$ cat src/rtl/i2c_reg_master.sv
module i2c_reg_master #(
  parameter logic [31:0] CFG_RST = 32'd49
)(
  input  logic        clk,
  input  logic        rst_n,
  input  logic        bus_wr,
  input  logic [5:0]  bus_addr,
  input  logic [31:0] bus_wdata,
  output logic [31:0] bus_rdata,
  output logic        irq,
  input  logic        scl_i,
  output logic        scl_oe,
  input  logic        sda_i,
  output logic        sda_oe
);
  localparam logic [5:0] A_CTRL = 6'h04, A_STAT = 6'h0C, A_IEN = 6'h14,
                         A_CCFG = 6'h18, A_TAR = 6'h20, A_DATA = 6'h24;
  localparam int C_MEN = 7, C_FSCL = 6, C_FSDA = 5, C_OVR = 4, C_MIE = 3, C_FSB = 1, C_ESG = 0;
  localparam int S_NAK = 6, S_ARB = 5, S_STP = 4, S_EMP = 3, S_TXD = 2, S_RXD = 1, S_ADR = 0;

  typedef enum logic [2:0] {IDLE, START, BITS, HOLD, STOP} state_t;

  state_t      state;
  logic [1:0]  ph;
  logic [31:0] cnt, ccfg;
  logic [7:0]  ctrl, tar, sh, rx;
  logic [6:0]  st, ien;
  logic [3:0]  bitn;
  logic        rd_mode, addr_ph, loaded, nak_cur, ack_nak;
  logic        scl_low, sda_low;

  wire wr_ctrl  = bus_wr && bus_addr == A_CTRL;
  wire wr_stat  = bus_wr && bus_addr == A_STAT;
  wire wr_data  = bus_wr && bus_addr == A_DATA;
  wire txing    = addr_ph || !rd_mode;
  wire abort    = (wr_ctrl && !bus_wdata[C_MEN]) || !ctrl[C_MEN];
  wire stretch  = state == BITS && ph == 2'd1 && !scl_i;
  wire tick     = cnt == ccfg && !stretch;
  wire go       = ctrl[C_MEN] && ctrl[C_MIE] && ctrl[C_ESG];

  always_comb begin
    scl_low = 1'b0;
    sda_low = 1'b0;
    case (state)
      START: begin scl_low = ph == 2'd3; sda_low = ph[1]; end
      BITS: begin
        scl_low = ph == 2'd0 || ph == 2'd3;
        sda_low = (bitn != 4'd0) ? (txing && !sh[7]) : (!txing && !nak_cur);
      end
      HOLD: scl_low = 1'b1;
      STOP: begin scl_low = ph == 2'd0; sda_low = !ph[1]; end
      default: ;
    endcase
  end

  assign scl_oe = ctrl[C_OVR] ? !ctrl[C_FSCL] : scl_low;
  assign sda_oe = ctrl[C_OVR] ? !ctrl[C_FSDA] : sda_low;
  assign irq    = ctrl[C_MIE] && |(st & ien);

  always_comb begin
    case (bus_addr)
      A_CTRL:  bus_rdata = {24'd0, ctrl};
      A_STAT:  bus_rdata = {25'd0, st};
      A_IEN:   bus_rdata = {25'd0, ien};
      A_CCFG:  bus_rdata = ccfg;
      A_TAR:   bus_rdata = {24'd0, tar};
      A_DATA:  bus_rdata = {24'd0, rx};
      default: bus_rdata = 32'd0;
    endcase
  end

  always_ff @(posedge clk or negedge rst_n) begin
    if (!rst_n) begin
      state <= IDLE; ph <= '0; cnt <= '0; ccfg <= CFG_RST;
      ctrl <= '0; tar <= '0; sh <= '0; rx <= '0; st <= '0; ien <= '0;
      bitn <= '0; rd_mode <= 1'b0; addr_ph <= 1'b0; loaded <= 1'b0;
      nak_cur <= 1'b0; ack_nak <= 1'b0;
    end else begin
      if (wr_ctrl) ctrl <= bus_wdata[7:0];
      if (bus_wr && bus_addr == A_IEN) ien <= bus_wdata[6:0];
      if (bus_wr && bus_addr == A_CCFG) ccfg <= bus_wdata;
      if (bus_wr && bus_addr == A_TAR) tar <= bus_wdata[7:0];
      if (wr_stat) st <= st & bus_wdata[6:0];
      if (wr_data && st[S_EMP]) begin sh <= bus_wdata[7:0]; loaded <= 1'b1; end
      cnt <= (state == IDLE || state == HOLD || tick || stretch) ? '0 : cnt + 32'd1;
      if (tick && (state == START || state == BITS || state == STOP)) ph <= ph + 2'd1;

      if (abort) begin
        state <= IDLE;
        loaded <= 1'b0;
      end else begin
        case (state)
          IDLE: if (go) begin
            state <= START; ph <= '0; cnt <= '0; sh <= tar; rd_mode <= tar[0];
            addr_ph <= 1'b1; bitn <= 4'd8; loaded <= 1'b0;
            if (!wr_ctrl) ctrl[C_ESG] <= 1'b0;
          end
          START: if (tick && ph == 2'd3) state <= BITS;
          BITS: if (tick) begin
            if (ph == 2'd2) begin
              if (bitn == 4'd0) ack_nak <= sda_i;
              else if (!txing) sh <= {sh[6:0], sda_i};
              else if (sh[7] && !sda_i) begin st[S_ARB] <= 1'b1; state <= IDLE; end
            end
            if (ph == 2'd3) begin
              if (bitn != 4'd0) begin
                bitn <= bitn - 4'd1;
                if (txing) sh <= {sh[6:0], 1'b0};
              end else if (addr_ph) begin
                st[S_ADR] <= 1'b1;
                if (rd_mode) st[S_RXD] <= 1'b1; else st[S_EMP] <= 1'b1;
                if (ack_nak) st[S_NAK] <= 1'b1;
                addr_ph <= 1'b0;
                state <= HOLD;
              end else if (!rd_mode) begin
                st[S_TXD] <= 1'b1; st[S_EMP] <= 1'b1;
                if (ack_nak) st[S_NAK] <= 1'b1;
                state <= HOLD;
              end else begin
                rx <= sh; st[S_RXD] <= 1'b1;
                state <= nak_cur ? STOP : HOLD;
              end
            end
          end
          HOLD: begin
            cnt <= '0;
            if ((!rd_mode || st[S_NAK]) && ctrl[C_FSB]) state <= STOP;
            else if (rd_mode && !st[S_RXD]) begin
              state <= BITS; bitn <= 4'd8; nak_cur <= ctrl[C_FSB];
            end else if (!rd_mode && !st[S_EMP] && loaded) begin
              state <= BITS; bitn <= 4'd8; loaded <= 1'b0;
            end
          end
          STOP: if (tick && ph == 2'd3) begin st[S_STP] <= 1'b1; state <= IDLE; end
          default: state <= IDLE;
        endcase
      end
    end
  end

  p_abort_release_r10: assert property (@(posedge clk) disable iff (!rst_n)
    (wr_ctrl && bus_wdata[7:0] == 8'd0) |=> (!scl_oe && !sda_oe && state == IDLE));

  p_keep_ones_r8: assert property (@(posedge clk) disable iff (!rst_n)
    wr_stat |=> ((st & $past(st & bus_wdata[6:0])) == $past(st & bus_wdata[6:0])));

  p_data_gate_r4: assert property (@(posedge clk) disable iff (!rst_n)
    (wr_data && !st[S_EMP] && state == HOLD) |=> $stable(sh));

  p_sda_scl_low_r2: assert property (@(posedge clk) disable iff (!rst_n)
    (state == BITS && $past(state) == BITS && !ctrl[C_OVR] && !$past(ctrl[C_OVR])
     && sda_oe != $past(sda_oe)) |-> $past(scl_oe));

  p_stop_at_idle_r7: assert property (@(posedge clk) disable iff (!rst_n)
    $rose(st[S_STP]) |-> state == IDLE);
endmodule

$ cat config.mk
export PLATFORM = sky130hd
export DESIGN_NAME = i2c_reg_master
export DESIGN_NICKNAME = d
export VERILOG_FILES = /design/src/rtl/i2c_reg_master.sv
export SDC_FILE = /design/constraint.sdc
export NUM_CORES = 1
export LEC_CHECK = 0
export ABC_AREA = 1
export BUFFER_PORTS_ARGS = -buffer_cell sky130_fd_sc_hd__buf_2
export CELL_PAD_IN_SITES_DETAIL_PLACEMENT = 0
export CELL_PAD_IN_SITES_GLOBAL_PLACEMENT = 1
export CORE_ASPECT_RATIO = 1.1
export CORE_MARGIN = 4
export CORE_UTILIZATION = 43
export CTS_CLUSTER_DIAMETER = 40
export DETAILED_ROUTE_END_ITERATION = 10
export MAX_ROUTING_LAYER = met4
export PLACE_DENSITY = 0.78
export SLEW_MARGIN = 10
export SYNTH_ARGS = -nofsm -noshare
export SYNTH_HDL_FRONTEND = slang
export SYNTH_SLANG_ARGS = --single-unit
$ cat constraint.sdc
create_clock -name clk -period 2.5 [get_ports clk]
set_input_delay 0.5 -clock clk [delete_from_list [all_inputs] [get_ports clk]]
set_output_delay 0.5 -clock clk [all_outputs]
set_load 0.02 [all_outputs]
==> impl_metrics.yaml <==
status:
  status: "finished, final reports clean"
cells_and_area:
  layout-drive-gt1-share_pct: 16.68
  stdcell_count: 1319
  area_growth_pct: 20.48
  diodes: 0
  fin_util_pct: 53.23
  nets: 1152
logic_synthesis:
  syn_nets: 1045
  synth_edf_count: 0
  seq_area_frac_synth_pct: 42.48
  synth.distinct_cells: 44
  synthFlopType: "dfrtp_1"
  synthArstFlopShare_pct: 100.0
  yosys_warnings: 0
  yosys-top-cells-area: "dfrtp_1, nand2_1, inv_1"
  synth-seq-cells: 124
  syn-instance-count: 995
  yosys.area.top_type_share_pct: 41.40
  syn_area_um2: 7313
  syn_avg_cell_area_um2: 7.350
  post-synth-top-area-cell: "dfrtp_1"
worst_setup_path:
  cp_data_required_time_ns: 2.00
  rrSetupSlack_ns: 0.21
  cp-start-kind: "flip-flop"
  rr_endpoint: "rx[5]"
  timing.rr.start: "ph[1]"
  ff2ff_path_depth: 12
  endpoint_kind: "primary output"
  crit_arrival_ns: 1.89
  critPathMaxFanout: 7
  crit_type: "flip-flop to primary output"
power_and_ir_drop:
  p_leak_nw: 4.314
  power_w: 0.006246
  powerDensity_nw_per_um2: 708.8
  vdd_drop_max_mv: 0.4687
routing:
  drc: 0
  wl_met2_um: 11540
  top_layer: "met4"
  routed_via_density: 5.164
  dr_total_vias: 6811
  ant_nets: 0
  dr_wl_met3_um: 590
  wirelength_um: 21740
  wl_met1_um: 8981
  wl_per_cell_um: 16.48
  drt-initial-drc-count: 384
  dr.pass1.iters: 5
timing:
  fmaxAchievable_mhz: 418.1
  final.setup.tns_ns: 0
  final.min_clock_period_ns: 2.392
  tightest_slew_ns: 0.5887
  hold_violations: 0
  fin_crit_sh_pct: 95.68
  maxSlewHeadroom_pct: 60.76
  drv_slew: 0
  rsz0062_at_grt: "false"
  fin_skew_ns: 0.006831
  setup_viol_count_final: 0
place:
  place.gp.congestion: 0.9545
  dp.cells: 1287
  dp_hpwl_um: 16690
  numPortBuffers: 77
cts:
  clock_sinks: 124
  clk_pin_slew_ns: 0.06
  cts_tree: "done"
  postCtsHoldBufs: 0
  cts_made_buffers: 17
  htreeDepth: 4
  clk_latency_ns: 0.41
  cts_setup_buffers: 0
  root_buffer: "clkbuf_16"
  clock_path_buffers: 2
grt:
  grt-ovfl-total: 0
  grt_pass1_vias: 6578
  grt_pass1_wl_um: 34800
  grt_max_degree: 65
  grt_antenna_before_repair: 0
  grt_use_total_pct: 23.92
floorplanning:
  core.rowCount: 49
  die_w_um: 132.3
  io_pins: 78
  dieArea_um2: 19160
  core_area_um2: 16550
  start_util_pct: 44.18
  die_h_um: 144.8
worst_hold_path:
  hp-class: "primary input to async pin"
run:
  maxCapViolCount: 0
==> cell usage after synthesis, types with 11 or more instances <==
cell,instances
nor2_1,127
o21ai_0,66
inv_1,143
clkbuf_1,11
xnor2_1,22
a21oi_1,40
nand4_1,24
nand3_1,39
dfrtp_1,121
xor2_1,21
nor3_1,24
nand2_1,239
a22oi_1,12
==> how the worst max path moves through the flow <==
stage / endpoint / cells past startpoint / slack (ns) / from
6_report: sda_oe / 9 / 0.11 / bitn[1]
3_3_place_gp: bus_rdata[5] / 9 / 0.17 / bus_addr[0]
4_1_cts: sda_oe / 9 / 0.004 / bitn[0]
5_1_grt: sda_oe / 9 / 0.02 / bitn[0]
2_1_floorplan: bus_rdata[4] / 9 / 0.41 / bus_addr[5]
3_5_place_dp: bus_rdata[5] / 9 / 0.15 / bus_addr[0]
==> flip-flops by register name (all words and copies together) (netlist names), 2 cells and up <==
signal  cells
ccfg       32
st          7
ctrl        8
sh          8
cnt        32
bitn        4
ph          2
ien         7
tar         8
rx          8
state       3
==> worst max-delay path: stages, from the launching register on <==
cell and delay, ns:
dfrtp_1 0.37, inv_1 0.09, ha_2 0.20, nand3_4 0.13, o21ai_0 0.11, nand3_1 0.10, o211ai_1 0.12, nand2_1 0.10
o21ai_2 0.08, buf_4 0.16
==> per-stage QoR <==
step / cell area (um2) / worst slack [ns] / hold WS [ns]
after floorplan: 7313 / 0.4083 / 0.2044
after global placement: 8133 / 0.1704 / 0.4611
after detailed placement: 8133 / 0.1517 / 0.4786
after CTS: 8798 / 0.003964 / 0.05001
after global routing: 8811 / 0.01596 / 0.07862
final: 8811 / 0.1079 / 0.04379
==> logic make-up after synthesis <==
logic type	share of synthesized area, %
and+or+nand+nor	28.83
adders and majority gates	1.198
buffers and inverters	9.307
xor gates and xnor gates	5.372
AOI/OAI and AO/OA	12.81
DFF	42.48
==> repair_timing <==
| action | 4_1_cts | 5_1_grt |
|---|---|---|
| hold endpoints to repair | 0 | 0 |
| endpoints found under the setup margin | 1 | 3 |
| resized for setup | 4 | 9 |
==> cells in the final DEF, fill, tap and decap left out, drive strengths merged <==
master / instances
nor3b: 2
dfstp: 3
nand3: 43
dfrtp: 121
or2: 2
a22o: 2
o2111ai: 4
a21boi: 6
clkbuf: 25
nand2: 245
and3: 1
xnor2: 23
ha: 7
a2bb2oi: 1
a22oi: 12
o21bai: 3
a21oi: 40
clkinv: 3
buf: 109
nor3: 27
xor2: 21
inv: 152
o31ai: 1
o21ai: 78
nand4: 24
o21a: 1
o211ai: 5
nor4: 7
o22ai: 6
a221oi: 1
nor2: 134
a31oi: 1
bufinv: 5
==> power breakdown <==
part           total (W)  leakage (nW)  switching, W  internal [W]
clock            0.00272         0.315      0.000875       0.00185
combinational    0.00113          2.51      0.000715      0.000418
sequential       0.00239          1.49      0.000176       0.00221
==> routing by layer <==
layer	vias to the layer above	track usage, %
met5	-	-
met1	3237	26.77
met3	32	2.974
li1	3411	-
met2	131	43.81
met4	0	9.464
==> cell type report <==
| type | instances | area (um2) |
|---|---|---|
| inverters | 153 | 579.3 |
| clock buffers | 25 | 485.5 |
| multi-input cells | 697 | 3555 |
| well taps | 204 | 255.2 |
| flip-flops and latches | 124 | 3108 |
| fillers | 1695 | 7742 |
| clock inverters | 7 | 160.2 |
| repair buffers | 109 | 668.1 |
No activity file was read; power rests on OpenSTA's default activity.
